==> src/rtl/oled_init_pkg.sv <==
// Package: shared phase encoding and command opcodes for the OLED init sequencer.
// Assumes: 8-bit command bytes; opcodes are fixed by the panel controller.
package oled_init_pkg;

    typedef enum logic [2:0] {
        PH_IDLE  = 3'd0,
        PH_RST   = 3'd1,
        PH_WAIT  = 3'd2,
        PH_CFG   = 3'd3,
        PH_OFF   = 3'd4
    } seq_phase_t;

    localparam logic [7:0] OP_CONTRAST  = 8'h81;
    localparam logic [7:0] OP_SEG_MAP   = 8'hA0;
    localparam logic [7:0] OP_COM_DIR   = 8'hC0;
    localparam logic [7:0] OP_MUX       = 8'hA8;
    localparam logic [7:0] OP_OFFSET    = 8'hD3;
    localparam logic [7:0] OP_OSC       = 8'hD5;
    localparam logic [7:0] OP_AREA      = 8'hD8;
    localparam logic [7:0] OP_PRECH     = 8'hD9;
    localparam logic [7:0] OP_PINS      = 8'hDA;
    localparam logic [7:0] OP_VCOMH     = 8'hDB;
    localparam logic [7:0] OP_PUMP      = 8'h8D;
    localparam logic [7:0] OP_LUT       = 8'h91;
    localparam logic [7:0] OP_ADDR_MODE = 8'h20;
    localparam logic [7:0] OP_DISP_ON   = 8'hAF;
    localparam logic [7:0] OP_DISP_OFF  = 8'hAE;

    localparam logic [7:0] AREA_COLOR_BITS = 8'h1E;
    localparam logic [7:0] LOW_POWER_BITS  = 8'h05;

    localparam logic [7:0] LUT_MIN = 8'd31;
    localparam logic [7:0] LUT_MAX = 8'd63;

endpackage

==> src/rtl/oled_rst_timer.sv <==
// Module: reset-phase interval timer.
// Counts cycles while run is high and flags the last cycle of each interval
// of CYCLES cycles; the count restarts at once so back-to-back intervals line up.
// Assumes: CYCLES >= 1.
module oled_rst_timer #(
    parameter int CYCLES = 400
) (
    input  logic clk,
    input  logic rst_n,
    input  logic run,
    output logic expired
);
    localparam int CNT_W = $clog2(CYCLES + 1);

    logic [CNT_W-1:0] cnt;

    assign expired = run && (cnt == CNT_W'(CYCLES - 1));

    // Advance the interval count, restarting at the end of an interval or when idle.
    always_ff @(posedge clk) begin
        if (!rst_n) begin
            cnt <= '0;
        end else if (!run || expired) begin
            cnt <= '0;
        end else begin
            cnt <= cnt + 1'b1;
        end
    end

    AST_TMR_IN_RANGE: assert property (@(posedge clk) disable iff (!rst_n)
        run |-> (cnt <= CNT_W'(CYCLES - 1)));

endmodule

==> src/rtl/oled_cmd_list.sv <==
// Module: configuration byte list.
// Maps a step index onto the command byte for that step, packing option
// fields from the configuration pins, and computes the following step,
// jumping over the area pair and the lookup table when they are not wanted.
// Assumes: LUT_LEN >= 1; configuration pins stable while the list is walked.
module oled_cmd_list
    import oled_init_pkg::*;
#(
    parameter int LUT_LEN = 4,
    parameter int STEP_W  = 5
) (
    input  logic [STEP_W-1:0]    step,
    input  logic [7:0]           contrast_i,
    input  logic                 seg_flip_i,
    input  logic                 com_flip_i,
    input  logic [7:0]           rows_i,
    input  logic [7:0]           row_offset_i,
    input  logic [4:0]           clk_div_i,
    input  logic [3:0]           osc_freq_i,
    input  logic                 area_color_i,
    input  logic                 low_power_i,
    input  logic [3:0]           prech1_i,
    input  logic [3:0]           prech2_i,
    input  logic                 com_seq_i,
    input  logic                 com_lr_swap_i,
    input  logic [7:0]           vcomh_i,
    input  logic                 pump_need_i,
    input  logic                 lut_en_i,
    input  logic [LUT_LEN*8-1:0] lut_i,
    input  logic                 page_mode_i,
    output logic [7:0]           byte_o,
    output logic [STEP_W-1:0]    next_step,
    output logic                 last,
    output logic                 is_lut_entry
);
    localparam int S_OSC_VAL  = 9;
    localparam int S_AREA_CMD = 10;
    localparam int S_PRECH    = 12;
    localparam int S_PUMP_VAL = 19;
    localparam int S_LUT_HDR  = 20;
    localparam int S_LUT0     = 21;
    localparam int S_MODE_CMD = S_LUT0 + LUT_LEN;
    localparam int S_MODE_VAL = S_MODE_CMD + 1;
    localparam int S_ON       = S_MODE_VAL + 1;

    logic [7:0] lut_sel;

    // Pick the lookup entry addressed by the current step.
    always_comb begin
        lut_sel = 8'h00;
        for (int i = 0; i < LUT_LEN; i++) begin
            if (step == STEP_W'(S_LUT0 + i)) begin
                lut_sel = lut_i[i*8 +: 8];
            end
        end
    end

    assign is_lut_entry = (step >= STEP_W'(S_LUT0)) && (step < STEP_W'(S_MODE_CMD));
    assign last         = (step == STEP_W'(S_ON));

    // Produce the byte for the current step.
    always_comb begin
        byte_o = 8'h00;
        if (is_lut_entry) begin
            byte_o = lut_sel;
        end else begin
            case (int'(step))
                0:          byte_o = OP_CONTRAST;
                1:          byte_o = contrast_i;
                2:          byte_o = OP_SEG_MAP | {7'd0, seg_flip_i};
                3:          byte_o = OP_COM_DIR | {4'd0, com_flip_i, 3'd0};
                4:          byte_o = OP_MUX;
                5:          byte_o = rows_i - 8'd1;
                6:          byte_o = OP_OFFSET;
                7:          byte_o = row_offset_i;
                8:          byte_o = OP_OSC;
                S_OSC_VAL:  byte_o = {osc_freq_i, 4'(clk_div_i - 5'd1)};
                S_AREA_CMD: byte_o = OP_AREA;
                11:         byte_o = (area_color_i ? AREA_COLOR_BITS : 8'h00) |
                                     (low_power_i  ? LOW_POWER_BITS  : 8'h00);
                S_PRECH:    byte_o = OP_PRECH;
                13:         byte_o = {prech2_i, prech1_i};
                14:         byte_o = OP_PINS;
                15:         byte_o = {2'b00, com_lr_swap_i, !com_seq_i, 4'b0010};
                16:         byte_o = OP_VCOMH;
                17:         byte_o = vcomh_i;
                18:         byte_o = OP_PUMP;
                S_PUMP_VAL: byte_o = {5'b00010, pump_need_i, 2'b00};
                S_LUT_HDR:  byte_o = OP_LUT;
                S_MODE_CMD: byte_o = OP_ADDR_MODE;
                S_MODE_VAL: byte_o = page_mode_i ? 8'h02 : 8'h00;
                S_ON:       byte_o = OP_DISP_ON;
                default:    byte_o = 8'h00;
            endcase
        end
    end

    // Choose the following step, skipping optional groups.
    always_comb begin
        if (step == STEP_W'(S_OSC_VAL) && !(area_color_i || low_power_i)) begin
            next_step = STEP_W'(S_PRECH);
        end else if (step == STEP_W'(S_PUMP_VAL) && !lut_en_i) begin
            next_step = STEP_W'(S_MODE_CMD);
        end else begin
            next_step = step + 1'b1;
        end
    end

endmodule

==> src/rtl/oled_lut_guard.sv <==
// Module: lookup table range guard.
// Sets a sticky warning when a table entry outside LUT_MIN..LUT_MAX is sent.
// Assumes: accept is high only on the cycle an entry is handed over.
module oled_lut_guard
    import oled_init_pkg::*;
(
    input  logic       clk,
    input  logic       rst_n,
    input  logic       accept,
    input  logic [7:0] value,
    output logic       warn
);
    logic bad;

    assign bad = (value < LUT_MIN) || (value > LUT_MAX);

    // Latch the warning until reset.
    always_ff @(posedge clk) begin
        if (!rst_n) begin
            warn <= 1'b0;
        end else if (accept && bad) begin
            warn <= 1'b1;
        end
    end

    AST_WARN_STICKY: assert property (@(posedge clk) disable iff (!rst_n)
        warn |=> warn);

    AST_WARN_CAUSE: assert property (@(posedge clk) disable iff (!rst_n)
        $rose(warn) |-> $past(accept));

endmodule

==> src/rtl/oled_init_seq.sv <==
// Module: OLED panel power-up / shutdown command sequencer (top).
// Runs the reset pulse and settle interval, raises the supply, walks the
// configuration byte list over a valid/ready port, and on stop sends the
// display-off byte before dropping the supply. Pulses done at each end.
// Assumes: configuration pins are held stable from start until done.
module oled_init_seq
    import oled_init_pkg::*;
#(
    parameter int RST_CYCLES = 400,
    parameter int LUT_LEN    = 4
) (
    input  logic                 clk,
    input  logic                 rst_n,
    input  logic                 start_i,
    input  logic                 stop_i,
    input  logic [7:0]           contrast_i,
    input  logic                 seg_flip_i,
    input  logic                 com_flip_i,
    input  logic [7:0]           rows_i,
    input  logic [7:0]           row_offset_i,
    input  logic [4:0]           clk_div_i,
    input  logic [3:0]           osc_freq_i,
    input  logic                 area_color_i,
    input  logic                 low_power_i,
    input  logic [3:0]           prech1_i,
    input  logic [3:0]           prech2_i,
    input  logic                 com_seq_i,
    input  logic                 com_lr_swap_i,
    input  logic [7:0]           vcomh_i,
    input  logic                 pump_need_i,
    input  logic                 lut_en_i,
    input  logic [LUT_LEN*8-1:0] lut_i,
    input  logic                 page_mode_i,
    input  logic                 cmd_ready_i,
    output logic                 cmd_valid_o,
    output logic [7:0]           cmd_byte_o,
    output logic                 panel_rst_o,
    output logic                 supply_en_o,
    output logic                 done_o,
    output logic                 lut_warn_o
);
    localparam int N_STEPS = 24 + LUT_LEN;
    localparam int STEP_W  = $clog2(N_STEPS);

    seq_phase_t        phase;
    logic [STEP_W-1:0] step;
    logic [STEP_W-1:0] next_step;
    logic [7:0]        list_byte;
    logic              list_last;
    logic              list_lut;
    logic              tmr_exp;
    logic              xfer;

    oled_rst_timer #(.CYCLES(RST_CYCLES)) u_timer (
        .clk     (clk),
        .rst_n   (rst_n),
        .run     (phase == PH_RST || phase == PH_WAIT),
        .expired (tmr_exp)
    );

    oled_cmd_list #(.LUT_LEN(LUT_LEN), .STEP_W(STEP_W)) u_list (
        .step          (step),
        .contrast_i    (contrast_i),
        .seg_flip_i    (seg_flip_i),
        .com_flip_i    (com_flip_i),
        .rows_i        (rows_i),
        .row_offset_i  (row_offset_i),
        .clk_div_i     (clk_div_i),
        .osc_freq_i    (osc_freq_i),
        .area_color_i  (area_color_i),
        .low_power_i   (low_power_i),
        .prech1_i      (prech1_i),
        .prech2_i      (prech2_i),
        .com_seq_i     (com_seq_i),
        .com_lr_swap_i (com_lr_swap_i),
        .vcomh_i       (vcomh_i),
        .pump_need_i   (pump_need_i),
        .lut_en_i      (lut_en_i),
        .lut_i         (lut_i),
        .page_mode_i   (page_mode_i),
        .byte_o        (list_byte),
        .next_step     (next_step),
        .last          (list_last),
        .is_lut_entry  (list_lut)
    );

    oled_lut_guard u_guard (
        .clk    (clk),
        .rst_n  (rst_n),
        .accept (phase == PH_CFG && xfer && list_lut),
        .value  (list_byte),
        .warn   (lut_warn_o)
    );

    assign cmd_valid_o = (phase == PH_CFG) || (phase == PH_OFF);
    assign cmd_byte_o  = (phase == PH_OFF) ? OP_DISP_OFF : list_byte;
    assign panel_rst_o = (phase == PH_RST);
    assign xfer        = cmd_valid_o && cmd_ready_i;

    // Sequence phases, list position, supply enable and done pulse.
    always_ff @(posedge clk) begin
        if (!rst_n) begin
            phase       <= PH_IDLE;
            step        <= '0;
            supply_en_o <= 1'b0;
            done_o      <= 1'b0;
        end else begin
            done_o <= 1'b0;
            case (phase)
                PH_IDLE: begin
                    if (start_i && !supply_en_o) begin
                        phase <= PH_RST;
                    end else if (stop_i && supply_en_o) begin
                        phase <= PH_OFF;
                    end
                end
                PH_RST: begin
                    if (tmr_exp) phase <= PH_WAIT;
                end
                PH_WAIT: begin
                    if (tmr_exp) begin
                        phase       <= PH_CFG;
                        supply_en_o <= 1'b1;
                        step        <= '0;
                    end
                end
                PH_CFG: begin
                    if (xfer) begin
                        if (list_last) begin
                            phase  <= PH_IDLE;
                            done_o <= 1'b1;
                        end else begin
                            step <= next_step;
                        end
                    end
                end
                PH_OFF: begin
                    if (xfer) begin
                        phase       <= PH_IDLE;
                        supply_en_o <= 1'b0;
                        done_o      <= 1'b1;
                    end
                end
                default: phase <= PH_IDLE;
            endcase
        end
    end

    AST_HOLD_BYTE: assert property (@(posedge clk) disable iff (!rst_n)
        (cmd_valid_o && !cmd_ready_i) |=> (cmd_valid_o && $stable(cmd_byte_o)));

    AST_RST_NO_SUPPLY: assert property (@(posedge clk) disable iff (!rst_n)
        panel_rst_o |-> !supply_en_o);

    AST_VALID_NEEDS_SUPPLY: assert property (@(posedge clk) disable iff (!rst_n)
        cmd_valid_o |-> supply_en_o);

    AST_FIRST_BYTE_AT_SUPPLY: assert property (@(posedge clk) disable iff (!rst_n)
        $rose(supply_en_o) |-> cmd_valid_o);

    AST_DONE_SINGLE: assert property (@(posedge clk) disable iff (!rst_n)
        done_o |=> !done_o);

    AST_SUPPLY_DROP_DONE: assert property (@(posedge clk) disable iff (!rst_n)
        $fell(supply_en_o) |-> done_o);

    AST_STEP_IN_LIST: assert property (@(posedge clk) disable iff (!rst_n)
        (phase == PH_CFG) |-> (step < STEP_W'(N_STEPS)));

endmodule

==> config.mk <==
export PLATFORM = sky130hd
export DESIGN_NAME = oled_init_seq
export DESIGN_NICKNAME = d
export VERILOG_FILES = /design/src/rtl/oled_init_pkg.sv /design/src/rtl/oled_rst_timer.sv /design/src/rtl/oled_cmd_list.sv /design/src/rtl/oled_lut_guard.sv /design/src/rtl/oled_init_seq.sv
export SDC_FILE = /design/constraint.sdc
export NUM_CORES = 1
export LEC_CHECK = 0
export BUFFER_PORTS_ARGS = -buffer_cell sky130_fd_sc_hd__buf_2
export CAP_MARGIN = 0
export CORE_ASPECT_RATIO = 1.5
export CORE_MARGIN = 3
export CORE_UTILIZATION = 46
export CTS_CLUSTER_SIZE = 16
export DETAILED_ROUTE_END_ITERATION = 10
export PLACE_DENSITY = 0.9
export SETUP_SLACK_MARGIN = 0.05
export SYNTH_ARGS = -nofsm -noshare
export SYNTH_HDL_FRONTEND = slang
export SYNTH_HIERARCHICAL = 1
export SYNTH_SLANG_ARGS = --single-unit
==> constraint.sdc <==
create_clock -name clk -period 2.35 [get_ports clk]
set_input_delay 0.3525 -clock clk [delete_from_list [all_inputs] [get_ports clk]]
set_output_delay 0.3525 -clock clk [all_outputs]
set_load 0.005 [all_outputs]
# Word level (Yosys, flattened, before mapping)
# Cells that the tools add are included.
# classes
bitwise	2
add_sub_neg	4
mux	31
magnitude_cmp	4
n_eq_ne	39
n_reduce_logical	28
# ops
op	n
case mux 8 bit (24 select lines)	1
== test 5 bit, second input constant	12
2-to-1 mux 8 bit	6
== test 5 x 4 -> 1 bit, second input constant	8
2-to-1 mux 5 bit	6
2-to-1 mux 3 bit	8
== test 5 x 3 -> 1 bit, second input constant	4
case mux 3 bit (5 select lines)	1
== test 5 x 2 -> 1 bit, second input constant	2
logical AND 1 bit	10
case mux 5 bit (2 select lines)	1
adder 9 x 1 -> 9 bit, second input constant	1
== test 9 bit, second input constant	1
> comparator 8 x 6 -> 1 bit, second input constant	1
< comparator 8 x 5 -> 1 bit, second input constant	1
inequality test 2 bit, second input constant	4
OR 8 bit	1
subtractor 8 x 1 -> 8 bit, second input constant	1
== test 3 x 2 -> 1 bit, second input constant	2
AND reduction 6 bit	1
adder 5 x 1 -> 5 bit, second input constant	1
== test 5 x 1 -> 1 bit, second input constant	1
greater-or-equal comparator 5 bit, second input constant	1
logical NOT 1 bit	5
other kinds (17)	28
# totals
ff_bits	20
input_bits	95
output_inout_bits	13

# Logic depth before layout (Yosys ltp)
# Gate-level depths: netlist of run 1.
# depth
ltp_word	9
ltp_mapped	12

# Cells and area by module
# Netlist of run 1, hierarchy kept.
# modules_own_cells
mod	n_inst	area_per_inst_um2	seq_area_each_um2	cells_each
oled_cmd_list	1	1720.4	0.0	259
oled_init_seq	1	635.6	200.2	76
oled_rst_timer	1	412.9	180.2	44
oled_lut_guard	1	61.3	20.0	7

# Least setup slack after synthesis of run 1
# Ideal clock, no wire load.
# synth_timing
path_kind	register to output
start	register step[0]
end	output port cmd_byte_o[1]
t_arrival_ps	2064
path_stages_with_launch	10
path_slack_ps	-66
path_cell_list	dfxtp_1 -> inv_1 -> ha_1 -> buf_2 -> o21ai_0 -> a21oi_1 -> nor4b_4 -> a21oi_4 -> a22o_1 -> or2_2
# synth_via
elab_chain_cells	7
elab_cells_between_ends	38
cone_classes	2 x order compare; 27 x eq/ne; 7 x mux; 2 x reduce/logical
# synth_lines
element	line	source
from (decl)	oled_init_seq.sv:46	logic [STEP_W-1:0] step;
from (signal assigned)	oled_init_seq.sv:133	step <= next_step;
== test 5 bit	oled_cmd_list.sv:52	if (step == STEP_W'(S_LUT0 + i)) begin
2-to-1 mux 8 bit (4 in series)	oled_cmd_list.sv:52	
2-to-1 mux 8 bit (*)	oled_cmd_list.sv:64	if (is_lut_entry) begin
named net list_byte[1]	oled_init_seq.sv:48	logic [7:0] list_byte;
2-to-1 mux 8 bit (*)	oled_init_seq.sv:96	assign cmd_byte_o = (phase == PH_OFF) ? OP_DISP_OFF : list_byte;
to (decl)	oled_init_seq.sv:36	output logic [7:0] cmd_byte_o,
# The timed path passes the listed nets; every way through them passes the cells marked *.

# Worst setup path after layout of run 1
# layout_timing
start	register step[0]
end	output port cmd_byte_o[3]
# The elaborated chain is that of the path after synthesis.

==> flow_summary.ini, run 1 <==
[status]
status = finished with violations
violations = setup timing

[logic_synthesis]
synth_edf_count = 0
synth.avg_cell_area_um2 = 7.332
ys_seq_area_share_pct = 14.15
ys_ff_latch = 20
ys_top_cells_by_count = nand2_1, a21oi_1, nor2_1
synth_cell_types = 77
synthMostInstantiatedCell = nand2_1
ys_warn_count = 6
synth_area_leader_cell = dfxtp_1
netlist_top_cells_area = dfxtp_1, nand2_1, a21oi_1
yosys.area.top_type_share_pct = 14.15
postSynth.asyncResetShare_pct = 0
syn_inst = 386
synth_ff_type = dfxtp_1
syn-cell-area_mm2 = 0.002830
syn_nets = 489

[global_route]
grt_pass1_wl_um = 16910
antenna_found_initial = 0
grt-ovfl-total = 0
grt_usage_pct = 29.61
grt_max_degree = 24
grt_pass1_vias = 3694

[timing]
rsz0062_at_grt = true
timing.final.crit_share_pct = 115.2
clock.fmax_mhz = 369.3
slew_viol_final = 0
setup_viol = 9
worst_slew_pin_slew_ns = 0.6191
skew_ns = 0.004655
relSlewSlack_pct = 58.68
hold_viol = 0
final.min_clock_period_ns = 2.708
fin_setup_tns_ns = -2.582
finalWorstSetupSlack_ns = -0.3581

[final_layout]
antennaDiodeCount = 0
final_nets = 653
drive_above_1_share_pct = 47.18
nFillCells = 473
multi_input_area_mm2 = 0.002470
seq_area_um2 = 410.4
area_delta_synth_final_pct = 52.43

[worst_setup_path]
r2r_end = u_guard/warn
criticalPathCategory = reg2out
r2r_cells = 11
slowest_delay_ns = 0.38
startpoint_type = flip-flop
critPathArrivalTime_ns = 2.36
critPathCaptureType = output pin
path_cells = inv_4 -> ha_4 -> buf_6 -> buf_4 -> mux2_2 -> a21oi_2 -> nand4b_1 -> a22o_1 -> or2_1 -> buf_2
required_ns = 2.00
cp_slowest_cell = dfxtp_4
r2r_slack_ns = -0.10
startpoint = step[0]
path_max_fanout = 5
r2r_start = step[0]

[power]
pwr-share-clk_pct = 29.4
power_switching_share_pct = 28.02
seqPwrFrac_pct = 40.7
internal_power_uw = 638.8
power_uw = 887.5
combPwrFrac_pct = 29.9
power_switching_uw = 248.7
p_per_area_mw_per_mm2 = 205.7
irDropWorstVdd_v = 0.0004413
p_leak_nw = 1.816

[placed_design]
dpl.hpwl_um = 8541
portBuffers = 106
gp_congestion = 0.9768

[routing]
routed_wl_um = 11220
drtPass1Iterations = 5
met2_length_um = 5814
top_layer_used = met4
wl_met1_um = 4073
viasPerCell = 5.957
routedWlPerCell_um = 18.07
wl_met3_um = 623
num_vias = 3699
ant_nets = 0
drc = 0
drt_iter0_markers = 310

[cts]
cts_sinks = 20
cts_tree = yes
htreeDepth = 1
cts_buffers = 3
root_buffer = clkbuf_8
clk_latency_ns = 0.26
cts_max_path_buffers = 2
cts.clk_slew.worst_paths_ns = 0.07

[die]
die_h_um = 102.1
start_util_pct = 48.21
io_pins = 108
core-area_mm2 = 0.005871
die_w_um = 70.05
die_area_mm2 = 0.007149
rows = 34

[hold_path]
hold_class = in2reg
worstHoldStart = cmd_ready_i
whs_path_depth = 3
min_to = done_o

[run]
max-cap-violations = 0
## worst max-delay path by stage
stage                          to  slack [ns]  cells after the start
detailed placement  cmd_byte_o[1]       -0.23                     10
global placement     u_guard/warn       -0.18                     11
CTS                 cmd_byte_o[4]       -0.35                     10
floorplan           cmd_byte_o[1]        0.05                     10
global route        cmd_byte_o[3]       -0.41                      9
finish              cmd_byte_o[3]       -0.36                     10
## layer usage
metal | global-route usage, % | vias up
met4 | 19.32 | 0
met2 | 55.43 | 184
met3 | 3.839 | 61
met5 | 0 | -
met1 | 30.79 | 1708
li1 | - | 1746
## logic make-up (layout without fill, tap and decap cells)
group | count (synthesis) | count (layout) | synth area share, %
flops | 20 | 20 | 14.15
xor+xnor | 13 | 13 | 4.023
simple gates | 178 | 178 | 36.21
fa+ha+maj | 8 | 8 | 3.537
buf+inv | 42 | 205 | 9.416
compound gates | 114 | 114 | 28.69
mux | 11 | 11 | 3.979
## placed cells by master, fill, tap and decap left out, drive strengths merged, types with 3 or more instances in the layout
cell type,count
a21boi,6
a21oi,34
a22o,8
a2bb2oi,8
a31oi,5
and3,7
and3b,3
buf,186
clkbuf,4
dfxtp,20
ha,8
inv,15
mux2i,9
nand2,43
nand2b,12
nand3,16
nand3b,4
nand4,7
nand4b,5
nor2,29
nor2b,11
nor3,10
nor3b,5
nor4,3
nor4b,3
o21ai,22
o22ai,3
or2,7
or3,6
xnor2,6
xor2,7
## worst max-delay path: cells and delay by family, from the launching register on
family                     cells  cell delay, ns
and+or+nand+nor                2            0.41
adders and majority gates      1            0.17
buffers and inverters          4            0.48
DFF                            1            0.38
AOI/OAI and AO/OA              2            0.39
muxes                          1            0.27
## power by group through the flow
stage | Combinational, mW | Clock [mW] | Sequential [mW]
6_report | 0.265 | 0.261 | 0.361
5_1_grt | 0.290 | 0.274 | 0.363
4_1_cts | 0.260 | 0.264 | 0.361
3_5_place_dp | 0.244 | 0 | 0.370
3_3_place_gp | 0.236 | 0 | 0.369
2_1_floorplan | 0.125 | 0 | 0.361
## cell type report
class	instances	share of cell area, %
sequential	20	9.513
clock buffer	4	1.276
tap	72	2.088
multi-input combinational	324	57.25
inverter	15	1.421
timing repair buffer	186	28.45
## state kept, by name (all words and copies together), names as in the netlist
| signal | count |
|---|---|
| u_timer/cnt | 9 |
| done_o | 1 |
| phase | 3 |
| supply_en_o | 1 |
| u_guard/warn | 1 |
| step | 5 |
## per-stage QoR
step	worst slack [ns]	instance area (um2)	instances	utilization, %	hold slack [ns]
6_report	-0.3581	4314	621	73.49	0.3852
5_1_grt	-0.4080	4314	621	73.49	0.3965
4_1_cts	-0.3508	4175	617	71.12	0.3731
3_5_place_dp	-0.2271	3779	600	64.36	0.4542
3_3_place_gp	-0.1837	3779	600	64.36	0.4375
2_1_floorplan	0.05323	2851	386	-	0.4288
## repair_timing
action                                 4_1_cts  5_1_grt
endpoints found under the hold margin        0        0
setup buffers                               13        7
pin swaps                                   31       28
resized for setup                           53       22
setup endpoints to repair                    9        9
hold buffers                                 0        0
(Power assumes the default switching activity.)
==> run 2, diff against run 1 <==
CORE_UTILIZATION = 47   (was 46)
CTS_BUF_LIST = sky130_fd_sc_hd__clkbuf_2 sky130_fd_sc_hd__clkbuf_4 sky130_fd_sc_hd__clkbuf_8   (was not set)
PLACE_DENSITY = 0.8   (was 0.9)
==> run 2 against run 1 <==
- the run still ends with setup timing left
- global-route usage down 1.1 points
- setup slack worse by 0.076 ns
- die area down 2.0%
- critical path depth unchanged
- worst hold slack worse by 0.017 ns
- non-clock buffer count down 10
- fmax down 2.7%
- clock skew down 0.0027 ns
- total power up 8.8%
- sequential power about the same
- final cell count down 1.6%
- sequential cell count unchanged
==> flow_summary.ini, run 2 (same netlist as run 1, synthesis figures left out) <==
[global_route]
grt_max_degree = 22
grt_pass1_wl_um = 16550
grt-ovfl-total = 0
grt_pass1_vias = 3642
grt_usage_pct = 28.48
antenna_found_initial = 0

[worst_setup_path]
cp_slowest_cell = dfxtp_4
critPathCaptureType = output pin
path_cells = clkinvlp_4 -> ha_4 -> nor2_4 -> buf_6 -> nor3_4 -> nor4_4 -> nand4b_1 -> a22o_1 -> or2_1 -> buf_2
r2r_cells = 13
slowest_delay_ns = 0.39
startpoint_type = flip-flop
required_ns = 2.00
path_max_fanout = 6
r2r_end = u_guard/warn
critPathArrivalTime_ns = 2.43
r2r_slack_ns = -0.12
r2r_start = step[0]
criticalPathCategory = reg2out
startpoint = step[0]

[placed_design]
dp_cells = 595
dpl.hpwl_um = 8086
gp_congestion = 0.9481
portBuffers = 106
place_area_mm2 = 0.003729

[status]
violations = setup timing
status = finished with violations

[final_layout]
seq_area_um2 = 409.1
layout.cells.non_filler = 611
final_nets = 643
mostFrequentLayoutCells = buf_2, buf_4, nand2_1
nFillCells = 443
postLayoutCoreUtil_pct = 72.48
area_delta_synth_final_pct = 49.25
antennaDiodeCount = 0
reg_top3 = u_timer/cnt: 9 flops, step: 5 flops, phase: 3 flops
mostFrequentLayoutCell = buf_2
drive_above_1_share_pct = 46.01
largest-register = u_timer/cnt
fin_area_mm2 = 0.004224
multi_input_area_mm2 = 0.002425
largest_reg_flops = 9

[timing]
final.min_clock_period_ns = 2.784
slew_viol_final = 0
fin_setup_tns_ns = -3.012
timing.final.crit_share_pct = 118.5
hold_viol = 0
skew_ns = 0.001918
rsz0062_at_grt = true
holdWs_ns = 0.3683
setup_viol = 9
clock.fmax_mhz = 359.2
finalWorstSetupSlack_ns = -0.4343
relSlewSlack_pct = 64.67
worst_slew_pin_slew_ns = 0.5252

[routing]
routed_wl_um = 10760
viasPerCell = 6.105
drtPass1Iterations = 6
drc = 0
wl_met1_um = 3806
ant_nets = 0
wl_met3_um = 646
drt_iter0_markers = 454
top_layer_used = met4
routedWlPerCell_um = 17.61
num_vias = 3730
met2_length_um = 5785

[cts]
cts.clk_slew.worst_paths_ns = 0.07
clk_latency_ns = 0.26
cts_max_path_buffers = 2
htreeDepth = 1
root_buffer = clkbuf_8
cts_sinks = 20
cts_tree = yes
cts_buffers = 3

[die]
start_util_pct = 48.56
io_pins = 108
rows = 34
die_h_um = 101.0
die_w_um = 69.36
die_area_mm2 = 0.007008
core-area_mm2 = 0.005828

[power]
irDropWorstVdd_v = 0.0006182
p_leak_nw = 1.825
p_per_area_mw_per_mm2 = 228.6

[hold_path]
min_to = done_o
whs_path_depth = 3
worstHoldStart = cmd_ready_i
hold_class = in2reg

[run]
max-cap-violations = 0
[run 2: how the worst max path moves through the flow]
stage,end,slack [ns],depth (start not counted)
finish,cmd_byte_o[3],-0.43,10
global route,cmd_byte_o[3],-0.53,10
CTS,cmd_byte_o[1],-0.35,9
detailed placement,cmd_byte_o[4],-0.19,9
global placement,cmd_byte_o[4],-0.15,9
floorplan,cmd_byte_o[1],0.05,10
[run 2: report_power, final]
part	leakage, nW	switching, mW	internal, mW
Clock	0.0357	0.113	0.227
Combinational	1.63	0.118	0.145
Sequential	0.164	0.0164	0.346
[run 2: critical path, delay by kind of cell (launching register included)]
kind | cells | cell delay [ns]
compound gates | 1 | 0.24
flops | 1 | 0.39
simple gates | 5 | 0.91
buf+inv | 3 | 0.40
fa+ha+maj | 1 | 0.24
[run 2: what timing repair did]
action | CTS | global route
pin swaps | 16 | 32
hold buffers | 0 | 0
setup buffers | 7 | 8
resized for setup | 28 | 42
endpoints found under the setup margin | 9 | 13
[run 2: stage by stage]
stage	worst slack, ns	total power [mW]
after floorplan	0.05323	0.4863
after global placement	-0.1489	0.6073
after detailed placement	-0.1854	0.6155
after CTS	-0.3492	0.9705
after global routing	-0.5345	1.015
final	-0.4343	0.9656
[run 2: layout make-up]
cell class              count  area share [%]
flip-flops and latches     20           9.686
well taps                  72           2.133
repair buffers            176           27.67
multi-input cells         324           57.41
clock buffers               3          0.9775
inverters                  15           1.422
clock inverters             1          0.7109
[run 2: metal layers]
metal	global-route usage, %	vias to the layer above
met5	0	-
met4	16.24	0
met3	4.092	53
met2	54.19	205
met1	29.35	1748
li1	-	1724
==> run 3, diff against run 2 <==
--- a/config.mk
+++ b/config.mk
@@ -16,2 +16,3 @@
 export PLACE_DENSITY = 0.8
+export RECOVER_POWER = 25
 export SETUP_SLACK_MARGIN = 0.05
--- a/constraint.sdc
+++ b/constraint.sdc
@@ -3,2 +3,2 @@
 set_output_delay 0.3525 -clock clk [all_outputs]
-set_load 0.005 [all_outputs]
+set_load 0.02 [all_outputs]
==> run 3 against run 2 <==
- clock-buffer cell count increased by 1
- the run still ends with setup timing left
- die area unchanged
- worst hold slack got worse by 0.012 ns
==> flow_summary.ini, run 3 (same netlist as run 1, synthesis figures left out) <==
[cts]
clk_latency_ns = 0.26
cts_sinks = 20
cts_buffers = 3
cts_max_path_buffers = 2
cts.clk_slew.worst_paths_ns = 0.08
cts_tree = yes
root_buffer = clkbuf_8
htreeDepth = 1

[timing]
hold_viol = 0
final.min_clock_period_ns = 2.784
rsz0062_at_grt = true
skew_ns = 0.005913
relSlewSlack_pct = 56.28
holdWs_ns = 0.3568
worst_slew_pin_slew_ns = 0.6551
timing.final.crit_share_pct = 118.5
setup_viol = 9
finalWorstSetupSlack_ns = -0.4343
fin_setup_tns_ns = -3.385
clock.fmax_mhz = 359.2
slew_viol_final = 0

[power]
p_per_area_mw_per_mm2 = 225.4
p_leak_nw = 1.781
power_uw = 920.3
irDropWorstVdd_v = 0.0003811

[global_route]
grt_max_degree = 30
grt-ovfl-total = 0
grt_util_met3_pct = 3.293
grt_usage_pct = 27.78
antenna_found_initial = 0
met2_usage_pct = 53.24
busiest_layer = met2
use_met1_pct = 30.65
grt_pass1_vias = 3509
grt_pass1_wl_um = 16020

[final_layout]
drive_above_1_share_pct = 43.14
reg_top3 = u_timer/cnt: 9 flops, step: 5 flops, phase: 3 flops
fin_area_mm2 = 0.004083
nFillCells = 486
layout.cells.non_filler = 619
final_nets = 651
mostFrequentLayoutCell = buf_2
postLayoutCoreUtil_pct = 70.05
antennaDiodeCount = 0
area_delta_synth_final_pct = 44.25
largest_reg_flops = 9
largest-register = u_timer/cnt
mostFrequentLayoutCells = buf_2, buf_4, nand2_1

[routing]
routed_wl_um = 10400
num_vias = 3668
ant_nets = 0
drt_iter0_markers = 362
viasPerCell = 5.926
routedWlPerCell_um = 16.79
drtPass1Iterations = 6
drc = 0

[worst_setup_path]
critPathArrivalTime_ns = 2.43
path_max_fanout = 7
required_ns = 2.00
criticalPathCategory = reg2out
startpoint_type = flip-flop
critPathCaptureType = output pin
cp_slowest_cell = or4_4
crit_top_cell = buf_4
path_cells = clkinvlp_4 -> ha_4 -> buf_4 -> buf_4 -> buf_4 -> a21boi_0 -> or4_4 -> o2bb2ai_1 -> nor2b_4 -> buf_4
slowest_delay_ns = 0.44

[placed_design]
portBuffers = 106
dpl.hpwl_um = 8081
gp_congestion = 0.9682
dp_cells = 606
place_area_mm2 = 0.003806
post-place-ws_ns = -0.2536

[status]
status = finished with violations
violations = setup timing

[die]
die_h_um = 101.0
die_area_mm2 = 0.007008
die_w_um = 69.36
core-area_mm2 = 0.005828
io_pins = 108
start_util_pct = 48.56
rows = 34

[hold_path]
hold_class = in2reg

[run]
max-cap-violations = 0
run 3: metal layers:
metal | vias up | share of wire, %
met5 | - | 0
met4 | 0 | 4.0
met3 | 39 | 7.6
met2 | 189 | 52
met1 | 1695 | 36
li1 | 1745 | -
run 3: timing repair:
item                                   in CTS  in global routing
hold buffers                                0                  0
buffers inserted                            6                  3
resized for setup                          27                 11
setup endpoints to repair                   9                  9
endpoints found under the hold margin       0                  0
pin swaps                                  14                 11
run 3: path summary, 6_finish.rpt:
check	cells after the start	slack [ns]	end	from
max reg2reg	12	-0.14	u_guard/warn	step[1]
min reg2reg	1	0.47	u_timer/cnt[0]	u_timer/cnt[0]
min	3	0.36	done_o	cmd_ready_i
max	10	-0.43	cmd_byte_o[4]	step[1]
run 3: worst max-delay path, delay by kind of cell (launching register included):
kind	cells	cell delay, ns
compound gates	2	0.28
flops	1	0.37
simple gates	2	0.57
fa+ha+maj	1	0.22
buf+inv	5	0.73
run 3: final cells by class:
type | instances | area [um2] | share of cell area (%)
Multi-Input combinational cell | 324 | 2320 | 56.82
Clock buffer | 4 | 55.05 | 1.348
Inverter | 15 | 60.06 | 1.471
Sequential cell | 20 | 407.9 | 9.991
Timing Repair Buffer | 184 | 1150 | 28.16
Tap cell | 72 | 90.09 | 2.207
run 3: report_power, final:
| group | total, mW | internal, mW | switching, mW | leakage, nW |
|---|---|---|---|---|
| logic | 0.296 | 0.147 | 0.149 | 1.59 |
| clock network | 0.263 | 0.149 | 0.114 | 0.0288 |
| registers | 0.362 | 0.346 | 0.0161 | 0.163 |
